<file path="config.mk">
export PLATFORM = sky130hd
export DESIGN_NAME = txq_gate_fifo
export DESIGN_NICKNAME = d
export VERILOG_FILES = /design/src/rtl/txq_pkg.sv /design/src/rtl/txq_store.sv /design/src/rtl/txq_gate.sv /design/src/rtl/txq_regs.sv /design/src/rtl/txq_gate_fifo.sv
export SDC_FILE = /design/constraint.sdc
export NUM_CORES = 1
export LEC_CHECK = 0
export ABC_CLOCK_PERIOD_IN_PS = 4200
export BUFFER_PORTS_ARGS = -buffer_cell sky130_fd_sc_hd__buf_2
export CORE_MARGIN = 2
export CORE_UTILIZATION = 50
export CTS_CLUSTER_DIAMETER = 80
export DETAILED_ROUTE_END_ITERATION = 16
export PLACE_DENSITY = 0.75
export SLEW_MARGIN = 15
export SYNTH_ARGS = -nofsm -noshare
export SYNTH_HDL_FRONTEND = slang
export SYNTH_HIERARCHICAL = 1
export SYNTH_SLANG_ARGS = --single-unit
</file>
<file path="constraint.sdc">
create_clock -name clk -period 4.2 [get_ports clk]
set_input_delay 0.63 -clock clk [delete_from_list [all_inputs] [get_ports clk]]
set_output_delay 0.63 -clock clk [all_outputs]
set_load 0.02 [all_outputs]
</file>
<file path="src/rtl/txq_pkg.sv">
package txq_pkg;
  localparam int REG_W = 8;
  localparam int RA_W  = 2;

  localparam logic [RA_W-1:0] RA_HIGH   = 2'd0;
  localparam logic [RA_W-1:0] RA_LOW    = 2'd1;
  localparam logic [RA_W-1:0] RA_STATUS = 2'd2;
  localparam logic [RA_W-1:0] RA_LEVEL  = 2'd3;

  typedef struct packed {
    logic underrun;
    logic overflow;
    logic low_water;
  } txq_stat_t;
endpackage

</file>
<file path="src/rtl/txq_store.sv">
module txq_store #(
  parameter int DATA_W = 8,
  parameter int DEPTH  = 128,
  localparam int PTR_W = $clog2(DEPTH),
  localparam int CNT_W = $clog2(DEPTH + 1)
) (
  input  logic              clk,
  input  logic              rst_n,
  input  logic              push_req,
  input  logic [DATA_W:0]   push_ent,
  input  logic              pop,
  output logic [DATA_W:0]   head,
  output logic [CNT_W-1:0]  fill,
  output logic [CNT_W-1:0]  fill_nxt,
  output logic              empty,
  output logic              full,
  output logic              ovf_evt
);
  logic [DATA_W:0]  mem [DEPTH];
  logic [PTR_W-1:0] wr_ptr, rd_ptr, wr_ptr_n, rd_ptr_n;
  logic             push_ok;

  assign full     = (fill == CNT_W'(DEPTH));
  assign empty    = (fill == '0);
  assign push_ok  = push_req & ~full;
  assign ovf_evt  = push_req & full;
  assign head     = mem[rd_ptr];
  assign fill_nxt = fill + CNT_W'(push_ok) - CNT_W'(pop);

  always_comb begin
    wr_ptr_n = wr_ptr;
    rd_ptr_n = rd_ptr;
    if (push_ok) wr_ptr_n = (wr_ptr == PTR_W'(DEPTH - 1)) ? '0 : wr_ptr + 1'b1;
    if (pop)     rd_ptr_n = (rd_ptr == PTR_W'(DEPTH - 1)) ? '0 : rd_ptr + 1'b1;
  end

  always_ff @(posedge clk) begin
    if (push_ok) mem[wr_ptr] <= push_ent;
  end

  always_ff @(posedge clk or negedge rst_n) begin
    if (!rst_n) begin
      wr_ptr <= '0;
      rd_ptr <= '0;
      fill   <= '0;
    end else begin
      wr_ptr <= wr_ptr_n;
      rd_ptr <= rd_ptr_n;
      fill   <= fill_nxt;
    end
  end
endmodule

</file>
<file path="src/rtl/txq_gate.sv">
module txq_gate #(
  parameter int CNT_W = 8,
  parameter int THR_W = 7
) (
  input  logic             clk,
  input  logic             rst_n,
  input  logic [CNT_W-1:0] fill_nxt,
  input  logic [THR_W-1:0] high_mark,
  input  logic             empty,
  input  logic             head_eop,
  input  logic             tx_ready,
  output logic             tx_valid,
  output logic             pop,
  output logic             abort
);
  logic active, active_n;
  logic in_pkt, in_pkt_n;
  logic above;

  assign above    = fill_nxt > CNT_W'(high_mark);
  assign tx_valid = active & ~empty;
  assign pop      = tx_valid & tx_ready;
  assign abort    = active & in_pkt & empty;

  always_comb begin
    active_n = active;
    in_pkt_n = in_pkt;
    if (abort) begin
      active_n = 1'b0;
      in_pkt_n = 1'b0;
    end else begin
      if (!active)
        active_n = above;
      else if (pop && head_eop)
        active_n = above;
      if (pop) in_pkt_n = ~head_eop;
    end
  end

  always_ff @(posedge clk or negedge rst_n) begin
    if (!rst_n) begin
      active <= 1'b0;
      in_pkt <= 1'b0;
    end else begin
      active <= active_n;
      in_pkt <= in_pkt_n;
    end
  end
endmodule

</file>
<file path="src/rtl/txq_regs.sv">
module txq_regs
  import txq_pkg::*;
#(
  parameter int CNT_W = 8,
  parameter int THR_W = 7,
  parameter logic [THR_W-1:0] HIGH_RST = 7'h40,
  parameter logic [THR_W-1:0] LOW_RST  = 7'h07
) (
  input  logic             clk,
  input  logic             rst_n,
  input  logic             reg_wr,
  input  logic             reg_rd,
  input  logic [RA_W-1:0]  reg_addr,
  input  logic [THR_W-1:0] reg_wval,
  input  logic [CNT_W-1:0] fill,
  input  logic             ovf_evt,
  input  logic             unf_evt,
  output logic [THR_W-1:0] high_mark,
  output logic [THR_W-1:0] low_mark,
  output txq_stat_t        stat,
  output logic [REG_W-1:0] reg_rdata,
  output logic             irq
);
  logic [THR_W-1:0] high_n, low_n;
  txq_stat_t        stat_n;
  logic             below, below_q;

  assign below = fill < CNT_W'(low_mark);
  assign irq   = stat.low_water;

  always_comb begin
    high_n = high_mark;
    low_n  = low_mark;
    if (reg_wr && reg_addr == RA_HIGH) high_n = reg_wval;
    if (reg_wr && reg_addr == RA_LOW)  low_n  = reg_wval;
  end

  always_comb begin
    stat_n = stat;
    if (reg_rd && reg_addr == RA_STATUS) stat_n = '0;
    if (below && !below_q) stat_n.low_water = 1'b1;
    if (ovf_evt)           stat_n.overflow  = 1'b1;
    if (unf_evt)           stat_n.underrun  = 1'b1;
  end

  always_comb begin
    case (reg_addr)
      RA_HIGH:   reg_rdata = REG_W'(high_mark);
      RA_LOW:    reg_rdata = REG_W'(low_mark);
      RA_STATUS: reg_rdata = REG_W'(stat);
      default:   reg_rdata = REG_W'(fill);
    endcase
  end

  always_ff @(posedge clk or negedge rst_n) begin
    if (!rst_n) begin
      high_mark <= HIGH_RST;
      low_mark  <= LOW_RST;
      stat      <= '0;
      below_q   <= 1'b1;
    end else begin
      high_mark <= high_n;
      low_mark  <= low_n;
      stat      <= stat_n;
      below_q   <= below;
    end
  end
endmodule

</file>
<file path="src/rtl/txq_gate_fifo.sv">
module txq_gate_fifo
  import txq_pkg::*;
#(
  parameter int DATA_W = 8,
  parameter int DEPTH  = 128,
  parameter int THR_W  = 7,
  localparam int CNT_W = $clog2(DEPTH + 1)
) (
  input  logic              clk,
  input  logic              rst_n,
  input  logic              wr_en,
  input  logic [DATA_W-1:0] wr_data,
  input  logic              wr_eop,
  output logic              tx_valid,
  output logic [DATA_W-1:0] tx_data,
  output logic              tx_eop,
  input  logic              tx_ready,
  output logic              tx_abort,
  input  logic              reg_wr,
  input  logic              reg_rd,
  input  logic [RA_W-1:0]   reg_addr,
  input  logic [REG_W-1:0]  reg_wdata,
  output logic [REG_W-1:0]  reg_rdata,
  output logic              irq
);
  logic [1:0]       rst_pipe;
  logic             rst_sync_n;
  logic [DATA_W:0]  head;
  logic [CNT_W-1:0] fill, fill_nxt;
  logic             empty, full, ovf_evt, pop;
  logic [THR_W-1:0] high_mark, low_mark;
  txq_stat_t        stat;
  logic             unused_wbits;

  always_ff @(posedge clk or negedge rst_n) begin
    if (!rst_n) rst_pipe <= 2'b00;
    else        rst_pipe <= {rst_pipe[0], 1'b1};
  end
  assign rst_sync_n   = rst_pipe[1];
  assign unused_wbits = ^reg_wdata[REG_W-1:THR_W];

  assign tx_data = head[DATA_W-1:0];
  assign tx_eop  = head[DATA_W];

  txq_store #(.DATA_W(DATA_W), .DEPTH(DEPTH)) u_store (
    .clk      (clk),
    .rst_n    (rst_sync_n),
    .push_req (wr_en),
    .push_ent ({wr_eop, wr_data}),
    .pop      (pop),
    .head     (head),
    .fill     (fill),
    .fill_nxt (fill_nxt),
    .empty    (empty),
    .full     (full),
    .ovf_evt  (ovf_evt)
  );

  txq_gate #(.CNT_W(CNT_W), .THR_W(THR_W)) u_gate (
    .clk       (clk),
    .rst_n     (rst_sync_n),
    .fill_nxt  (fill_nxt),
    .high_mark (high_mark),
    .empty     (empty),
    .head_eop  (head[DATA_W]),
    .tx_ready  (tx_ready),
    .tx_valid  (tx_valid),
    .pop       (pop),
    .abort     (tx_abort)
  );

  txq_regs #(.CNT_W(CNT_W), .THR_W(THR_W)) u_regs (
    .clk       (clk),
    .rst_n     (rst_sync_n),
    .reg_wr    (reg_wr),
    .reg_rd    (reg_rd),
    .reg_addr  (reg_addr),
    .reg_wval  (reg_wdata[THR_W-1:0]),
    .fill      (fill),
    .ovf_evt   (ovf_evt),
    .unf_evt   (tx_abort),
    .high_mark (high_mark),
    .low_mark  (low_mark),
    .stat      (stat),
    .reg_rdata (reg_rdata),
    .irq       (irq)
  );
endmodule

</file>
== Word level (Yosys, flattened, before mapping) ==
Memories as Yosys holds them, arrays and structs flattened.
Index checks and enable logic that the tools add are counted.
Widths: inputs -> output; s select.
Cells by class
  multiplexer cells: 14
  $lt $le $gt $ge: 2
  bitwise operators: 9
  reduce and logical (&&, ||, !) cells: 12
  add/sub/neg operators: 4
  eq/ne operators: 5
Operators by type and width (count)
  $pmux 8 s3: 1
  $add 7x1->7 const B: 2
  $eq 7x7->1 const B: 2
  $mux 7: 2
  $mux 1: 10
  $add 8x1->8: 1
  $eq 8x8->1 const B: 1
  $gt 8x7->1: 1
  $logic_not 8->1: 1
  $lt 8x7->1: 1
  $reduce_bool 2->1: 4
  $sub 8x1->8: 1
  $and 1x1->1: 6
  $logic_and 1x1->1: 5
  $mux 3: 1
  $not 1->1: 3
  $eq 2x1->1 const B: 1
  $eq 2x2->1 const B: 1
  $logic_not 2->1: 1
  $logic_not 1->1: 1
Word-level totals
  output and inout port bits: 20
  register bits: 44
  bits of input ports: 25
  memories: 1
  RAM bits: 1152
  logic and storage cells: 59
Memory list
  u_store.mem: depth 128, bits a word 9, read ports 1, clocked after Yosys merged registers in 0, write ports 1, RTL line txq_store.sv:19  | logic [DATA_W:0] mem [DEPTH];

== Longest topological paths before layout ==
Gate-level depths: netlist of the first run.
  word-level depth: 9
  gate-level depth with buffers: 22
  depth with buffers taken out: 22

== Cells and area by module ==
Netlist of the first run, hierarchy kept.
Modules (own cells, without submodules)
  txq_store: area each 45991.6 um2, sequential area each 35143.7 um2, times used 1, cells an instance 2269
  txq_regs: area each 1044.8 um2, sequential area each 456.7 um2, times used 1, cells an instance 83
  txq_gate: area each 279.0 um2, sequential area each 50.0 um2, times used 1, cells an instance 32
  txq_gate_fifo: area each 53.8 um2, sequential area each 50.0 um2, times used 1, cells an instance 3

== Worst setup path after synthesis of the first run ==
Ideal clock, no wire load.
  path kind: register to register
  start: reg u_store.fill[2]
  end: reg u_gate.active
  setup slack: 156 ps
  path buffers: 0
  cell stages (with the launch flop): 22
  arrival time: 3923 ps
  clock period less this slack: 4044 ps
  required time: 4079 ps
  library setup time: 121 ps
  cell sequence: dfrtp_1 -> inv_1 -> ha_1 -> nor4bb_1 -> and2_1 -> nor2b_2 -> and2_4 -> ha_1 -> inv_1 -> ha_1 -> inv_1 -> fa_1 -> nand2b_1 -> a21oi_1 -> o21ai_0 -> a21oi_1 -> nor2_1 -> xnor2_1 -> ha_1 -> a211oi_2 -> a211oi_1 -> a22o_1
Between the ends
  cells in the longest elaborated chain, start to end: 9
  elaborated cells between the ends (all ways): 15
  classes of those cells: add/sub (2); order compare (1); eq/ne (1); mux (3); bitwise (6); reduce/logical (2)
Ends and longest elaborated chain
  start, declared: RTL line txq_store.sv:13  | output logic [CNT_W-1:0] fill,
  start signal, assigned: RTL line txq_store.sv:49  | fill <= fill_nxt;
  $logic_not 8->1 *: RTL line txq_store.sv:24  | assign empty = (fill == '0);
  via empty: RTL line txq_gate_fifo.sv:30  | logic empty, full, ovf_evt, pop;
  $not 1->1 *: RTL line txq_gate.sv:21  | assign tx_valid = active & ~empty;
  $and 1x1->1 *: RTL line txq_gate.sv:21
  via tx_valid: RTL line txq_gate_fifo.sv:14  | output logic tx_valid,
  $and 1x1->1 *: RTL line txq_gate.sv:22  | assign pop = tx_valid & tx_ready;
  via pop: RTL line txq_gate_fifo.sv:30
  $sub 8x1->8 *: RTL line txq_store.sv:28  | assign fill_nxt = fill + CNT_W'(push_ok) - CNT_W'(pop);
  via fill_nxt[6]: RTL line txq_gate_fifo.sv:29  | logic [CNT_W-1:0] fill, fill_nxt;
  $gt 8x7->1 *: RTL line txq_gate.sv:20  | assign above = fill_nxt > CNT_W'(high_mark);
  $mux 1: RTL line txq_gate.sv:34  | else if (pop && head_eop)
  $mux 1 *: RTL line txq_gate.sv:32  | if (!active)
  $mux 1 *: RTL line txq_gate.sv:28  | if (abort) begin
  via u_gate.active_n: RTL line txq_gate.sv:16  | logic active, active_n;
  end signal, assigned: RTL line txq_gate.sv:45  | active <= active_n;
  end, declared: RTL line txq_gate.sv:16
Mark *: on every way through the listed nets, which the timed path passes. The rest lies on a longest branch.
A chain may end at the register's enable or synchronous reset.

== Final worst setup path of the first run ==
  start: reg u_store.rd_ptr[0]
  end: out tx_data[0]
Between the ends
  cells in the longest elaborated chain, start to end: 1
Ends and longest elaborated chain
  start, declared: RTL line txq_store.sv:20  | logic [PTR_W-1:0] wr_ptr, rd_ptr, wr_ptr_n, rd_ptr_n;
  start signal, assigned: RTL line txq_store.sv:48  | rd_ptr <= rd_ptr_n;
  $mem_v2 128x9
  end, declared: RTL line txq_gate_fifo.sv:15  | output logic [DATA_W-1:0] tx_data,
Every way passes these cells.

==> impl_metrics.json, run 1 <==
{
  "status": "finished, violations left",
  "violations": "setup timing",
  "cp-start-kind": "flop",
  "syn_to_final_growth_pct": 15.5,
  "rsz0062_at_grt": "true",
  "first_global_vias": 25206,
  "clk_pin_slew_ns": 0.07,
  "critPathMaxFanout": 7,
  "use_met1_pct": 33.6,
  "fin_skew_ns": 0.0218,
  "crit_family": "buffers and inverters",
  "startpoint": "u_store/rd_ptr[0]",
  "cts_buffer_depth": 3,
  "place_congestion": 0.893,
  "min_period_ns": 4.27,
  "max_freq_mhz": 234,
  "multiInputGateArea_mm2": 0.0113,
  "reg2reg_slack_ns": 0.15,
  "hold_viol_final": 0,
  "synth_area_mm2": 0.0474,
  "relSlewSlack_pct": 24.9,
  "antennaDiodeCount": 0,
  "portBuffers": 43,
  "rows": 112,
  "synth.avg_cell_area_um2": 19.9,
  "synth_nets": 2438,
  "instances_no_fill": 3955,
  "power_uw": 37200,
  "dieArea_mm2": 0.0972,
  "ir_drop_mv": 0.506,
  "antenna_left": 0,
  "max_stage_delay_ns": 0.55,
  "start_util_pct": 50.6,
  "worstSkewPairLatency_ns": 0.68,
  "worst_path_most_repeated_cell": "buf_6",
  "detail_route.wl_per_cell_um": 29.8,
  "vias": 25298,
  "reg2regPathDepth": 21,
  "min_period_over_period_pct": 102,
  "grt_max_degree": 98,
  "root_buffer": "clkbuf_16",
  "core_area_mm2": 0.0936,
  "drt_wl_total_mm": 118,
  "crit_buf_inv": 5,
  "cts_tree": "done",
  "mostFrequentLayoutCells": "edfxtp_1 (1152), mux4_2 (237), nor2_1 (166), buf_4 (145), mux2i_1 (126)",
  "r2r-end": "u_gate/active",
  "endpoint": "tx_data[0]",
  "final_nets": 2659,
  "htree_levels": 3,
  "clock-sinks": 1196,
  "cp-end-kind": "output pin",
  "groute.usage.overall_pct": 24.2,
  "cpMaxStageDelayCell": "or4_4",
  "antenna_found_initial": 1,
  "critPathArrivalTime_ns": 3.64,
  "path_depth": 10,
  "busiest_layer": "met2",
  "postSynthCellCount": 2385,
  "dr.pass1.iters": 7,
  "nFillCells": 6616,
  "dpl.cell_count": 3689,
  "regArea_mm2": 0.0357,
  "vias_per_cell": 6.40,
  "worstPathCellList": "buf_6, buf_12, buf_12, buf_6, mux4_2, a211oi_4, a311oi_4, or4_4, o32a_1, buf_6",
  "p_leak_uw": 0.0178,
  "drc": 0,
  "maxSlewViolCount": 0,
  "drive_gt1_share_pct": 27.4,
  "met3_usage_pct": 4.84,
  "yosys_warnings": 6,
  "dieWidth_um": 312,
  "grtUsageMet2_pct": 38.1,
  "min-delay-path-class": "primary input to flop",
  "dp_hpwl_mm": 70.8,
  "worst_pin_slew_ns": 1.13,
  "place_ws_ns": 0.0352,
  "setup_viol": 5,
  "layout_commonest_cell": "edfxtp_1",
  "pwr_density_cell_mw_per_mm2": 680,
  "worst_slack_ns": -0.0666,
  "reg2reg_from": "u_store/fill[4]",
  "grt_pass1_wl_mm": 172,
  "io-pin-count": 45,
  "cts_inserted_buffers": 111,
  "post-route-util_pct": 58.4,
  "crit_type": "flop to output pin",
  "maxCapViolCount": 0,
  "crit_required_ns": 3.57,
  "drtIter0Drc": 3574,
  "grt_overflow": 0,
  "setup_tns_ns": -0.234,
  "fp.dieH_um": 312
}
## metrics by stage
step                area [µm²]  hold slack [ns]
floorplan                47400            0.331
CTS                      54300            0.160
global placement         49700            0.336
finish                   54700            0.198
detailed placement       49700            0.344
global route             54700            0.190
## cell type report
| class | count | area share [%] |
|---|---|---|
| clock buffers | 136 | 5.37 |
| clock inverters | 72 | 1.22 |
| inverters | 38 | 0.261 |
| multi-input cells | 1028 | 20.7 |
| flip-flops and latches | 1196 | 65.3 |
| well taps | 1254 | 2.87 |
| repair buffers | 231 | 4.24 |
## where the power goes
part / leakage (µW) / switching [µW] / internal (µW)
Combinational: 0.00519 / 7480 / 5870
Sequential: 0.0109 / 370 / 13500
Clock: 0.00175 / 4270 / 5700
## worst reg2reg max path, delay by kind of cell, from the launching register on
kind | cells | cell delay (ns)
fa+ha+maj | 5 | 1.22
simple gates | 7 | 1.05
compound gates | 5 | 0.85
xor+xnor | 1 | 0.21
flops | 1 | 0.41
buf+inv | 3 | 0.19
## how the worst min path moves through the flow
stage	slack, ns	end	cells past startpoint	start
global placement	0.34	rst_pipe[1]	0	rst_pipe[0]
floorplan	0.33	rst_pipe[0]	0	rst_n
global route	0.19	u_regs/low_mark[3]	2	reg_wdata[3]
CTS	0.16	u_regs/low_mark[1]	2	reg_wdata[1]
detailed placement	0.34	rst_pipe[1]	0	rst_pipe[0]
finish	0.20	u_regs/low_mark[1]	2	reg_wdata[1]
## registers in the layout, indices dropped and copies added (netlist names), 2 cells and up
name,flops
u_regs/low_mark,7
rst_pipe,2
u_store/fill,8
u_store/wr_ptr,7
u_store/mem,1152
u_regs/high_mark,7
u_regs/stat,2
u_store/rd_ptr,7
## metal layers
layer	up-vias	routed length [µm]
met5	-	0
met4	0	4890
met3	308	13000
met2	1662	56300
met1	13089	43600
li1	10239	-
## what timing repair did
item                                    4_1_cts  5_1_grt
cloned                                        6        2
buffers inserted                             29       22
endpoints found under the setup margin       10       10
hold buffers                                  1        0
pin swaps                                    17       25
hold endpoints to repair                      2        0
gates resized for setup                     114       45
(Power assumes the default switching activity.)
==> run 2: changes to the inputs <==
Settings changed: MAX_ROUTING_LAYER set to met4, SYNTH_HIERARCHICAL 1 to not set.
==> impl_metrics.json, run 2 <==
{
  "synth.most_common_cell": "edfxtp_1",
  "rsz0062_at_grt": "true",
  "synthTopCellsByArea": "edfxtp_1 (73%), mux4_2 (17%), dfrtp_1 (2.1%)",
  "start_util_pct": 50.5,
  "maxCapViolCount": 0,
  "cpMaxStageDelayCell": "mux4_2",
  "postSynthCellCount": 2136,
  "yosys_warnings": 0,
  "detail_route.wl_per_cell_um": 30.1,
  "fp.dieH_um": 311,
  "syn_to_final_growth_pct": 14.8,
  "top_regs": "u_store.mem (1152), u_store.fill (8)",
  "violations": "setup timing",
  "synth_edf_count": 1152,
  "post_synth_xor_area_fraction_pct": 0.260,
  "synth_ff_type": "edfxtp_1",
  "place_congestion": 0.873,
  "swShare_pct": 30.3,
  "vias": 23451,
  "yosysTopAreaCellShare_pct": 73.4,
  "post-route-util_pct": 57.9,
  "synthSimpleGateAreaFrac_pct": 2.48,
  "grt_pass1_wl_mm": 163,
  "final_nets": 2394,
  "dr.pass1.iters": 7,
  "crit_type": "flop to output pin",
  "synth-compound-area-share_pct": 1.10,
  "p_comb_share_pct": 31.8,
  "synth_top_area_cell": "edfxtp_1",
  "pwr_density_cell_mw_per_mm2": 649,
  "drc": 0,
  "ys_async_sr_fraction_pct": 3.68,
  "synth_nets": 2189,
  "power.internal_uw": 24400,
  "drive_gt1_share_pct": 31.5,
  "worstPathCellList": "buf_12, buf_12, buf_16, mux4_2, mux4_2, mux2_2, o22ai_1, a221oi_1, buf_4, buf_4",
  "power_uw": 35100,
  "synth_top_family_by_area": "multiplexers",
  "dpl.cell_count": 3424,
  "groute.usage.overall_pct": 23.7,
  "status": "finished, violations left",
  "synth.area.mux_share_pct": 18.2,
  "rows": 112,
  "largest_reg_flops": 1152,
  "worst_slack_ns": -0.0563,
  "synth_area_mm2": 0.0471,
  "dieArea_mm2": 0.0967,
  "synth.distinct_cells": 58,
  "cts_inserted_buffers": 117,
  "antenna_left": 0,
  "max_stage_delay_ns": 0.55,
  "max_freq_mhz": 235,
  "layout_commonest_cell": "edfxtp_1",
  "fin_skew_ns": 0.0440,
  "worst_pin_slew_ns": 1.13,
  "io-pin-count": 45,
  "crit_required_ns": 3.57,
  "setup_viol": 4,
  "grt_max_degree": 113,
  "synthAdderAreaFrac_pct": 0.760,
  "root_buffer": "clkbuf_16",
  "min_period_over_period_pct": 101,
  "portBuffers": 43,
  "largest-register": "u_store.mem",
  "synthTopCellsByCount": "edfxtp_1 (1152), mux4_2 (353), nor2_1 (137), mux2i_1 (45)",
  "first_global_vias": 23804,
  "critPathArrivalTime_ns": 3.63,
  "setup_tns_ns": -0.140,
  "min_period_ns": 4.26,
  "critPathMaxFanout": 7,
  "relSlewSlack_pct": 25.0,
  "grt_overflow": 0,
  "nFillCells": 6495,
  "yosysSeqAreaShare_pct": 75.8,
  "hold_viol_final": 0,
  "cts_tree": "done",
  "core_area_mm2": 0.0933,
  "p_seq_share_pct": 39.5,
  "worstSkewPairLatency_ns": 0.71,
  "clk_pin_slew_ns": 0.06,
  "vias_per_cell": 6.35,
  "cts_buffer_depth": 3,
  "pwr-share-clk_pct": 28.8,
  "p_leak_uw": 0.0172,
  "cp-start-kind": "flop",
  "ir_drop_mv": 0.597,
  "clock-sinks": 1196,
  "synth.avg_cell_area_um2": 22.1,
  "drt_wl_total_mm": 111,
  "htree_levels": 3,
  "dp_hpwl_mm": 62.6,
  "mostFrequentLayoutCells": "edfxtp_1 (1152), mux4_2 (353), nor2_1 (137), buf_4 (124), clkbuf_16 (121)",
  "min-delay-path-class": "primary input to flop",
  "cp-end-kind": "output pin",
  "antenna_found_initial": 0,
  "maxSlewViolCount": 0,
  "drtIter0Drc": 2837,
  "dieWidth_um": 311,
  "synth_seq_cells": 1196,
  "power.switching_uw": 10600,
  "instances_no_fill": 3695
}
[run 2: cell count changes in the layout (fill, tap and decap cells not counted), sizes merged, moves of 13 or more]
cell / previous run / this run
a22oi: 31 / 4
a2111oi: 14 / 1
a211oi: 24 / 4
nor2: 167 / 137
o221ai: 16 / 0
buf: 226 / 193
mux2i: 136 / 45
a21oi: 32 / 13
nand3: 33 / 20
mux4: 240 / 353
nand2: 82 / 40
o21ai: 30 / 17
[run 2: stage by stage]
step                      cell area, µm²  setup slack [ns]  hold slack (ns)
after CTS                          53800           -0.0256            0.120
after global placement             49400             0.255            0.339
after detailed placement           49400             0.240            0.339
final                              54100           -0.0563            0.158
after floorplan                    47100             0.341            0.331
after global routing               54100            -0.108            0.151
[run 2: final timing paths]
kind / slack [ns] / cells past startpoint / from / endpoint
worst max-delay path: -0.06 / 10 / u_store.rd_ptr[0] / tx_data[7]
worst min-delay path: 0.16 / 3 / reg_wdata[6] / u_regs.high_mark[6]
worst max register to register: 0.29 / 21 / u_store.fill[4] / u_gate.active
worst min register to register: 0.35 / 0 / rst_pipe[0] / rst_pipe[1]
max in group asynchronous: 2.99 / 0 / rst_pipe[1] / u_store.rd_ptr[0]
min in group asynchronous: 0.24 / 2 / rst_n / rst_pipe[1]
[run 2: critical path: cells and delay by family, from the launching register on]
| kind | cells | cell delay (ns) |
|---|---|---|
| AO/OA/AOI/OAI | 2 | 0.23 |
| buffers and inverters | 5 | 0.79 |
| flip-flops | 1 | 0.53 |
| multiplexers | 3 | 1.38 |
[run 2: cells by family (layout without fill, tap and decap cells)]
family                     Yosys count  count (layout)
DFF                               1196            1196
muxes                              413             413
and+or+nand+nor                    263             263
buffers and inverters              145             448
AOI/OAI and AO/OA                   76              76
adders and majority gates           28              28
xor gates and xnor gates            14              14
other                                1               3
[run 2: timing repair]
action	in CTS	in global routing
setup buffers	14	23
gates cloned	11	3
hold buffers	1	0
hold endpoints to repair	2	0
resized for setup	44	18
pin swaps	0	4
setup endpoints to repair	9	10
[run 2: layer usage]
layer,GRT usage [%],vias to the layer above,wire length [µm]
met2,36.7,1378,54600
met1,31.6,12455,42600
met3,4.89,259,10000
li1,-,9359,-
met4,8.68,0,4110
met5,-,-,0
[run 2: area by class of cell]
class	instances	area [µm²]	area share, %
well taps	1254	1570	2.90
flip-flops and latches	1196	35700	66.0
multi-input cells	795	10800	20.0
inverters	31	119	0.220
diodes	2	5.00	0.00925
clock inverters	71	631	1.17
clock buffers	146	3060	5.65
repair buffers	200	2140	3.97
[run 2: power groups by stage]
| stage | registers [µW] | logic [µW] | clock network, µW |
|---|---|---|---|
| 6_report | 13800 | 11100 | 10100 |
| 2_1_floorplan | 13800 | 6650 | 0 |
| 3_3_place_gp | 14000 | 9600 | 0 |
| 5_1_grt | 13900 | 11600 | 10700 |
| 3_5_place_dp | 14100 | 9770 | 0 |
| 4_1_cts | 13800 | 10800 | 10200 |
